[src/rtl/cc_pkg.sv]
package cc_pkg;
  typedef struct packed {
    logic n;
    logic z;
    logic p;
  } cc_flags_t;

  localparam int OPC_W = 4;
  localparam logic [OPC_W-1:0] BR_OPCODE = '0;
  localparam cc_flags_t FLAGS_RESET = '{n: 1'b0, z: 1'b1, p: 1'b0};
endpackage

[src/rtl/cc_flag_reg.sv]
module cc_flag_reg
  import cc_pkg::*;
#(
  parameter int DATA_W = 16
) (
  input  logic              clk,
  input  logic              rst_n,
  input  logic              wr_valid,
  input  logic [DATA_W-1:0] wr_data,
  output cc_flags_t         flags
);
  cc_flags_t next_flags;

  always_comb begin
    next_flags.n = wr_data[DATA_W-1];
    next_flags.z = (wr_data == '0);
    next_flags.p = !wr_data[DATA_W-1] && (wr_data != '0);
  end

  always_ff @(posedge clk) begin
    if (!rst_n)        flags <= FLAGS_RESET;
    else if (wr_valid) flags <= next_flags;
  end
endmodule

[src/rtl/cc_branch_eval.sv]
module cc_branch_eval
  import cc_pkg::*;
#(
  parameter int DATA_W = 16,
  parameter int OFF_W  = 9
) (
  input  logic [DATA_W-1:0] instr,
  input  logic [DATA_W-1:0] pc_inc,
  input  cc_flags_t         flags,
  output logic              taken,
  output logic [DATA_W-1:0] next_pc
);
  localparam int EXT_W = DATA_W - OFF_W;

  logic              is_branch;
  logic [2:0]        mask;
  logic [DATA_W-1:0] offset;
  logic [DATA_W-1:0] target;

  assign is_branch = (instr[DATA_W-1 -: OPC_W] == BR_OPCODE);
  assign mask      = instr[OFF_W+2 : OFF_W];

  generate
    if (EXT_W > 0) begin : g_ext
      assign offset = {{EXT_W{instr[OFF_W-1]}}, instr[OFF_W-1:0]};
    end else begin : g_noext
      assign offset = instr[DATA_W-1:0];
    end
  endgenerate

  assign target  = pc_inc + offset;
  assign taken   = is_branch && |(mask & {flags.n, flags.z, flags.p});
  assign next_pc = taken ? target : pc_inc;
endmodule

[src/rtl/cc_result_stage.sv]
module cc_result_stage #(
  parameter int DATA_W = 16
) (
  input  logic              clk,
  input  logic              rst_n,
  input  logic              in_valid,
  output logic              in_ready,
  input  logic [DATA_W-1:0] in_pc,
  input  logic              in_taken,
  output logic              out_valid,
  input  logic              out_ready,
  output logic [DATA_W-1:0] out_pc,
  output logic              out_taken
);
  assign in_ready = !out_valid || out_ready;

  always_ff @(posedge clk) begin
    if (!rst_n) begin
      out_valid <= 1'b0;
      out_pc    <= '0;
      out_taken <= 1'b0;
    end else if (in_ready) begin
      out_valid <= in_valid;
      if (in_valid) begin
        out_pc    <= in_pc;
        out_taken <= in_taken;
      end
    end
  end
endmodule

[src/rtl/cc_branch_unit.sv]
module cc_branch_unit
  import cc_pkg::*;
#(
  parameter int DATA_W = 16,
  parameter int OFF_W  = 9
) (
  input  logic              clk,
  input  logic              rst_n,
  input  logic              wr_valid,
  input  logic [DATA_W-1:0] wr_data,
  input  logic              req_valid,
  output logic              req_ready,
  input  logic [DATA_W-1:0] req_instr,
  input  logic [DATA_W-1:0] req_pc,
  output logic              res_valid,
  input  logic              res_ready,
  output logic [DATA_W-1:0] res_pc,
  output logic              res_taken
);
  cc_flags_t         flags_q;
  logic              eval_taken;
  logic [DATA_W-1:0] eval_pc;

  cc_flag_reg #(.DATA_W(DATA_W)) u_flags (
    .clk(clk), .rst_n(rst_n), .wr_valid(wr_valid), .wr_data(wr_data),
    .flags(flags_q)
  );

  cc_branch_eval #(.DATA_W(DATA_W), .OFF_W(OFF_W)) u_eval (
    .instr(req_instr), .pc_inc(req_pc), .flags(flags_q),
    .taken(eval_taken), .next_pc(eval_pc)
  );

  cc_result_stage #(.DATA_W(DATA_W)) u_out (
    .clk(clk), .rst_n(rst_n),
    .in_valid(req_valid), .in_ready(req_ready),
    .in_pc(eval_pc), .in_taken(eval_taken),
    .out_valid(res_valid), .out_ready(res_ready),
    .out_pc(res_pc), .out_taken(res_taken)
  );
endmodule

[config.mk]
export PLATFORM = sky130hd
export DESIGN_NAME = cc_branch_unit
export DESIGN_NICKNAME = d
export VERILOG_FILES = /design/src/rtl/cc_pkg.sv /design/src/rtl/cc_flag_reg.sv /design/src/rtl/cc_branch_eval.sv /design/src/rtl/cc_result_stage.sv /design/src/rtl/cc_branch_unit.sv
export SDC_FILE = /design/constraint.sdc
export NUM_CORES = 1
export LEC_CHECK = 0
export BUFFER_PORTS_ARGS = -buffer_cell sky130_fd_sc_hd__buf_2
export CORE_MARGIN = 1.5
export CORE_UTILIZATION = 35
export CTS_BUF_LIST = sky130_fd_sc_hd__clkbuf_4 sky130_fd_sc_hd__clkbuf_8 sky130_fd_sc_hd__clkbuf_16
export DETAILED_ROUTE_END_ITERATION = 7
export PLACE_DENSITY_LB_ADDON = 0.2
export SLEW_MARGIN = 5
export SYNTH_ARGS = -nofsm -noshare
export SYNTH_HDL_FRONTEND = slang
export SYNTH_SLANG_ARGS = --single-unit
[constraint.sdc]
create_clock -name clk -period 2.3 [get_ports clk]
set_input_delay 0.23 -clock clk [delete_from_list [all_inputs] [get_ports clk]]
set_output_delay 0.23 -clock clk [all_outputs]
set_load 0.03 [all_outputs]
# Word-level counts from Yosys, hierarchy flattened
# Cells that the tools add are included.
[word_totals] reg_bits=21 latchBits=0 mem_bits_rw=0 mem_bits_ro=0 input_bits=53 out_inout_bits=19 word_cells=19 n_memories=0
[classes] addsub=1 multipliers=0 n_div=0 n_lt_le_gt_ge=0 eq_ne=0 shifts=0 n_mux=1 bitwise=1 n_reduce_logical=10
[ops] operator="$add A16 B16 Y16" n=1
[ops] operator="$logic_not A16 Y1" n=1
[ops] operator="$mux W16" n=1
[ops] operator="$reduce_bool A16 Y1" n=1
[ops] operator="$logic_not A4 Y1" n=1
[ops] operator="$and A3 B3 Y3" n=1
[ops] operator="$reduce_or A3 Y1" n=1
[ops] operator="$logic_and A1 B1 Y1" n=2
[ops] operator="$logic_not A1 Y1" n=2
[ops] operator="$reduce_and A2 Y1" n=1
[ops] operator="$logic_or A1 B1 Y1" n=1

# Logic depth before layout (Yosys ltp)
# Gate-level depths: netlist of run 1.
[logic_depth] word_depth=4 mapped_depth=9

# By module
# A second synthesis of run 1 with hierarchy kept.
[hier_totals] hier_cells=244 hier_area_um2=1875.5
[by_module_without_submodules] module="cc_branch_eval" instances=1 cells_each=149 area_per_inst_um2=979.7 seq_area_each_um2=0.0
[by_module_without_submodules] module="cc_result_stage" instances=1 cells_each=79 area_per_inst_um2=740.7 seq_area_each_um2=360.3
[by_module_without_submodules] module="cc_flag_reg" instances=1 cells_each=16 area_per_inst_um2=155.1 seq_area_each_um2=60.1

# Worst setup path before layout of run 1
# OpenSTA, ideal clock, no wires.
[synth_timing] path_kind="input to register" from="input req_instr[0]" to="register u_out.out_pc[14]" setup_time_ns=0.103 t_arrival_ns=2.173 required_ns=2.197 path_slack_ns=0.024 stages=9 n_path_buf=0 cell_sequence="ha_1 -> fa_1 -> a21o_1 -> a221o_1 -> nand2_1 -> o211ai_2 -> a31oi_1 -> xor2_1 -> a2111oi_2"
[synth_between] elab_chain_cells=2
[synth_lines] element="from (decl)" line_no="cc_branch_unit.sv:13" source="input logic [DATA_W-1:0] req_instr,"
[synth_lines] element="$add A16 B16 Y16" line_no="cc_branch_eval.sv:31" source="assign target = pc_inc + offset;"
[synth_lines] element="$mux W16" line_no="cc_branch_eval.sv:33" source="assign next_pc = taken ? target : pc_inc;"
[synth_lines] element="to (signal assigned)" line_no="cc_result_stage.sv:25" source="out_pc <= in_pc;"
[synth_lines] element="to (decl)" line_no="cc_result_stage.sv:12" source="output logic [DATA_W-1:0] out_pc,"
# No other way between the ends.
# A chain may end at the register's enable or synchronous reset.

# Final worst setup path of run 1
# Same ends and word-level chain as after synthesis.

==> results.json, run 1 <==
{
  "die_w_um": 71.8,
  "fin_setup_tns_ns": 0,
  "vias_per_cell": 5.29,
  "path_clk_slew_ns": 0.09,
  "slew_violations": 0,
  "std_cell_rows": 24,
  "crit_path_start_kind": "input port",
  "fp.coreArea_um2": 4440,
  "async_flop_share_pct": 0,
  "final_cell_mix": "buf_2, nand2_1, dfxtp_1, a21oi_1, nor2_1",
  "rsz0062_at_grt": "no",
  "fin_nets": 361,
  "r2r_end": "u_out.out_pc[12]$_SDFFE_PN0P_",
  "critPathKind": "in -> reg",
  "r2r_setup_slack_ns": 0.54,
  "synth_warnings": 0,
  "required_ns": 2.47,
  "h-tree-depth": 1,
  "maxSlewHeadroom_pct": 36.4,
  "dp_hpwl_mm": 3.61,
  "cp_max_fo": 3,
  "numClockSinks": 21,
  "cp_data_arrival_time_ns": 2.31,
  "antennaDiodeCount": 0,
  "end_kind": "register",
  "powerDensity_nw_per_um2": 482,
  "syn_area_um2": 1660,
  "maxCapViolations": 0,
  "fin_ws_ns": 0.162,
  "drt_iter0_drc": 98,
  "r2r-start": "u_out.out_valid$_SDFFE_PN0N_",
  "fp.dieArea_um2": 5160,
  "yosys_register_bits": 21,
  "holdPathEnd": "u_out.out_valid$_SDFFE_PN0N_",
  "max-vdd-ir-drop_mv": 0.200,
  "root_buffer": "clkbuf_8",
  "synthDistinctLibCells": 45,
  "min_period_over_period_pct": 92.9,
  "route.detailed.drc": 3,
  "fin_crit_ns": 2.14,
  "synth_edf_count": 0,
  "clockBufferDepth": 2,
  "utilization_pct": 49.6,
  "area_growth_pct": 33.0,
  "vias": 1813,
  "clk_latency_ns": 0.27,
  "fmax_ghz": 0.468,
  "wl_per_cell_um": 13.5,
  "grt_usage_pct": 18.6,
  "ys_seq_area_share_pct": 25.4,
  "antenna_found_initial": 0,
  "postCtsHoldBufs": 0,
  "cts_tree": "done",
  "ant_nets": 0,
  "synth_nets": 278,
  "status": "finished with violations",
  "synth_area_per_cell_um2": 7.93,
  "final_common_cell": "buf_2",
  "port_buffers": 71,
  "grt_pass1_vias": 1709,
  "io_pins": 72,
  "min_path_cells": 3,
  "syn-instance-count": 209,
  "worstMarginPinSlew_ns": 0.955,
  "drt_wl_total_mm": 4.63,
  "ys.flop_type": "dfxtp_1",
  "fin_skew_ns": 0.00652,
  "grt_max_degree": 27,
  "gp_congestion": 0.887,
  "p_total_mw": 1.06,
  "holdCritPathClass": "in -> reg",
  "finalSetupViolations": 0,
  "rr_worst_depth": 5,
  "grt_pass1_wl_mm": 7.74,
  "grt-ovfl-total": 0,
  "hp-start": "req_valid",
  "drt_first_pass_iters": 8,
  "initial_core_util_pct": 37.3,
  "violations": "design-rule violations",
  "finalHoldViolCount": 0,
  "pre_cts_ws_ns": -0.191,
  "drive_above_1_share_pct": 34.7,
  "die_height_um": 71.8,
  "p_leak_nw": 1.00,
  "cts_buffers": 3
}
## layer usage
| metal | vias to the layer above | global-route usage [%] | part of all wire [%] |
|---|---|---|---|
| met5 | - | 0 | 0 |
| met4 | 0 | 4.40 | 0 |
| met3 | 0 | 3.94 | 4.5 |
| met2 | 43 | 32.7 | 49 |
| met1 | 819 | 23.2 | 47 |
| li1 | 951 | - | - |
## power breakdown
| part | switching [mW] | internal, mW | total, mW |
|---|---|---|---|
| Clock | 0.133 | 0.121 | 0.254 |
| Combinational | 0.231 | 0.178 | 0.408 |
| Sequential | 0.0122 | 0.389 | 0.401 |
## cell type report
type	instances	area [um2]
fill	473	2240
timing repair buffer	85	460
inverter	3	11.3
clock inverter	1	5.00
multi-input combinational	178	1200
sequential	21	420
tap	52	65.1
clock buffer	3	41.3
## cell usage after synthesis, drive strengths merged, types with 2 or more instances
master	n	area, um2
dfxtp	21	420
nand2	32	120
a221oi	2	17.5
nor2	18	70.1
nor3b	2	15.0
nand4	3	18.8
o211ai	4	35.0
clkbuf	6	22.5
mux2i	3	30.0
nand4b	2	17.5
a2111oi	4	41.3
a311oi	6	52.6
xnor2	5	43.8
or4	2	22.5
a21oi	20	100
nor2b	2	12.5
a21o	2	15.0
xor2	4	35.0
o21ai	14	70.1
a31oi	3	33.8
nor3	4	20.0
nand2b	6	37.5
nand3	6	30.0
nor4	4	25.0
and3	3	20.0
ha	15	188
inv	3	11.3
## sequential cells by signal, summed over array words and instances, names as in the netlist
signal	flops
u_out.out_pc	16
u_flags.flags	3
u_out.out_valid	1
u_out.out_taken	1
## how the worst max path moves through the flow
stage,startpoint,end,depth (start not counted)
floorplan,req_instr[0],u_out.out_pc[14]$_SDFFE_PN0P_,9
global placement,req_instr[0],u_out.out_pc[14]$_SDFFE_PN0P_,10
detailed placement,req_instr[0],u_out.out_pc[14]$_SDFFE_PN0P_,10
CTS,req_instr[0],u_out.out_pc[14]$_SDFFE_PN0P_,10
global route,req_instr[0],u_out.out_pc[14]$_SDFFE_PN0P_,10
finish,req_instr[0],u_out.out_pc[14]$_SDFFE_PN0P_,10
## timing repair
action                                 CTS  global route
setup buffers                            0             0
setup endpoints to repair                0             2
endpoints found under the hold margin    0             0
resized for setup                        0             1
## worst max-delay path: stages
cell       delay (ns)
buf_2            0.10
ha_1             0.22
fa_2             0.36
a21o_1           0.21
a221o_1          0.33
nand2_1          0.14
o211ai_2         0.11
a31oi_1          0.17
xor2_1           0.10
a2111oi_2        0.34
## stage by stage
stage	cell area, um2	hold slack (ns)	instances
CTS	2200	0.198	343
global placement	2160	0.439	339
global route	2200	0.217	343
floorplan	1660	0.359	209
detailed placement	2160	0.446	339
finish	2200	0.203	343
## kinds of logic (layout without fill, tap and decap cells)
family | Yosys count | after routing | synth area share, %
and+or+nand+nor | 88 | 88 | 26.3
AOI/OAI and AO/OA | 62 | 62 | 26.9
DFF | 21 | 21 | 25.4
adders and majority gates | 16 | 16 | 12.5
buffers and inverters | 10 | 92 | 2.34
xor gates and xnor gates | 9 | 9 | 4.75
muxes | 3 | 3 | 1.81
Power figures use the tool's default switching activity.
==> run 2: changes to the inputs <==
Settings changed: ABC_AREA set to 1.
==> results.json, run 2 <==
{
  "status": "completed",
  "initial_core_util_pct": 37.0,
  "min_period_over_period_pct": 66.6,
  "drt_first_pass_iters": 4,
  "synth_top_family_by_area": "simple AND/OR/NAND/NOR gates",
  "synth_compound_area_share_pct": 15.3,
  "fin_nets": 443,
  "synth_warnings": 0,
  "holdPathEnd": "u_flags.flags[2]$_SDFFE_PN0P_",
  "synth-adder-area-share_pct": 10.9,
  "ys.flop_type": "dfxtp_1",
  "cp_top_family": "simple AND/OR/NAND/NOR gates",
  "cp_max_fo": 3,
  "r2r-start": "u_out.out_valid$_SDFFE_PN0N_",
  "dp_hpwl_mm": 4.06,
  "final_common_cell": "nand2_1",
  "rr_worst_depth": 5,
  "antennaDiodeCount": 0,
  "fin_skew_ns": 0.00725,
  "wl_per_cell_um": 11.1,
  "final_cell_mix": "nand2_1, buf_2, inv_1, a21oi_1, nor2_1",
  "cp_slowest_cell": "fa_1",
  "grtUsageMet2_pct": 30.4,
  "critPathKind": "in -> reg",
  "reg.largest.list": "u_out.out_pc (16), u_flags.flags (3)",
  "worstMarginPinSlew_ns": 0.471,
  "area_growth_pct": 23.5,
  "maxCapViolations": 0,
  "cts_buffers": 3,
  "synth_common_cells": "nand2_1, inv_1, a21oi_1, nor2_1, dfxtp_1",
  "synthDominantCellAreaShare_pct": 22.0,
  "fin_setup_tns_ns": 0,
  "fmax_ghz": 0.653,
  "clkPwrFrac_pct": 23.0,
  "cts_tree": "done",
  "fin_crit_ns": 1.53,
  "root_buffer": "clkbuf_8",
  "syn_area_um2": 1910,
  "synthXorXnorAreaFrac_pct": 3.21,
  "grt.busiest_layer": "met2",
  "cpMostUsedCell": "nand2_1",
  "largest_reg_flops": 16,
  "r2r_setup_slack_ns": 0.89,
  "slew_violations": 0,
  "fp.coreArea_um2": 5170,
  "holdCritPathClass": "in -> reg",
  "async_flop_share_pct": 0,
  "grt_pass1_vias": 1897,
  "fin_ws_ns": 0.769,
  "ys_seq_area_share_pct": 22.0,
  "utilization_pct": 45.6,
  "grt_pass1_wl_mm": 8.33,
  "die_height_um": 76.9,
  "grt_usage_pct": 17.2,
  "required_ns": 2.43,
  "p_total_mw": 1.07,
  "rsz0062_at_grt": "no",
  "clk_latency_ns": 0.26,
  "use_met1_pct": 21.8,
  "numClockSinks": 21,
  "synthSimpleGateAreaFrac_pct": 37.0,
  "regMostFlops": "u_out.out_pc",
  "post_cts_buffers": 0,
  "synth_nets": 371,
  "drive_above_1_share_pct": 26.5,
  "clockBufferDepth": 2,
  "end_kind": "register",
  "muxShareOfSynthArea_pct": 0,
  "internal-power_uw": 669,
  "drt_wl_total_mm": 4.93,
  "crit_path_start_kind": "input port",
  "slowest_delay_ns": 0.40,
  "antenna_found_initial": 0,
  "maxSlewHeadroom_pct": 68.5,
  "cts.repair.resized": 0,
  "crit_chain": "buf_2 > ha_1 > fa_1 > nand2_1 > nand2_1 > nand3b_1 > nand2_1 > nand2_1 > nand2_1 > nand2_1 > nand3_1 > nand2_1 > a21oi_2",
  "max-vdd-ir-drop_mv": 0.223,
  "h-tree-depth": 1,
  "met3_usage_pct": 3.45,
  "route.detailed.drc": 0,
  "die_w_um": 76.9,
  "finalSetupViolations": 0,
  "pwr-share-seq_pct": 37.4,
  "hp-start": "wr_data[15]",
  "finalHoldViolCount": 0,
  "synth_most_common_cell": "nand2_1",
  "grt-ovfl-total": 0,
  "layout.cells.non_filler": 443,
  "p_sw_share_pct": 37.5,
  "final_area_um2": 2360,
  "ant_nets": 0,
  "pre_cts_ws_ns": 0.485,
  "p_leak_nw": 1.28,
  "powerDensity_nw_per_um2": 453,
  "vias_per_cell": 4.74,
  "p_comb_share_pct": 39.6,
  "syn-instance-count": 302,
  "dp_cells": 439,
  "switching_power_uw": 402,
  "drt_iter0_drc": 74,
  "postCtsHoldBufs": 0,
  "path_clk_slew_ns": 0.08,
  "ys_top_cells_by_area": "dfxtp_1, nand2_1, ha_1",
  "std_cell_rows": 26,
  "synth_edf_count": 0,
  "worst-path-buf-inv": 1,
  "r2r_end": "u_out.out_pc[8]$_SDFFE_PN0P_",
  "yosys_register_bits": 21,
  "synth_area_per_cell_um2": 6.33,
  "vias": 2101,
  "cp_data_arrival_time_ns": 1.66,
  "port_buffers": 71,
  "min_path_cells": 3,
  "fp.dieArea_um2": 5910,
  "synth_largest_area_cell": "dfxtp_1",
  "synthDistinctLibCells": 30,
  "io_pins": 72,
  "timing.hold.ws_ns": 0.222,
  "place_area_um2": 2310,
  "gp_congestion": 0.821,
  "grt_max_degree": 20
}
-- run 2: cell count changes after synthesis, sizes merged, moves of 6 or more --
cell and delta:
a311oi -6, inv +39, nand3 +11, nand2b -6, nand2 +70, nor2 +6, a21oi +18
-- run 2: logic make-up after synthesis --
logic type	count (synthesis)
buffers and inverters	48
adder cells (fa/ha/maj)	16
AO/OA/AOI/OAI	52
flip-flops	21
AND/OR/NAND/NOR	158
XOR/XNOR	7
-- run 2: worst max-delay path by stage --
| stage | startpoint | to | cells after the start |
|---|---|---|---|
| floorplan | req_instr[0] | u_out.out_pc[8]$_SDFFE_PN0P_ | 9 |
| global placement | req_instr[0] | u_out.out_pc[14]$_SDFFE_PN0P_ | 13 |
| detailed placement | req_instr[0] | u_out.out_pc[14]$_SDFFE_PN0P_ | 13 |
| CTS | req_instr[0] | u_out.out_pc[14]$_SDFFE_PN0P_ | 13 |
| global route | req_instr[0] | u_out.out_pc[14]$_SDFFE_PN0P_ | 13 |
| finish | req_instr[0] | u_out.out_pc[14]$_SDFFE_PN0P_ | 13 |
-- run 2: power by group through the flow --
stage               combinational [mW]  clock [mW]  sequential (mW)
floorplan                        0.252           0            0.452
global placement                 0.421           0            0.409
detailed placement               0.425           0            0.408
CTS                              0.427       0.253            0.400
global route                     0.478       0.272            0.404
finish                           0.423       0.246            0.400
-- run 2: per-layer routing --
| layer | vias to the layer above | share of wire, % |
|---|---|---|
| met4 | 0 | 0.47 |
| met5 | - | 0 |
| met1 | 941 | 47 |
| li1 | 1115 | - |
| met3 | 2 | 4.2 |
| met2 | 43 | 49 |
-- run 2: tightest hold or removal path, stage by stage --
cell    delay, ns
buf_2        0.09
nor2_1       0.05
nor2_1       0.09
-- run 2: cell type report --
cell class              count  area (um2)
inverters                  43         174
clock inverters             1        5.00
clock buffers               3        41.3
multi-input cells         233        1270
repair buffers             72         363
well taps                  70        87.6
fillers                   562        2810
flip-flops and latches     21         420
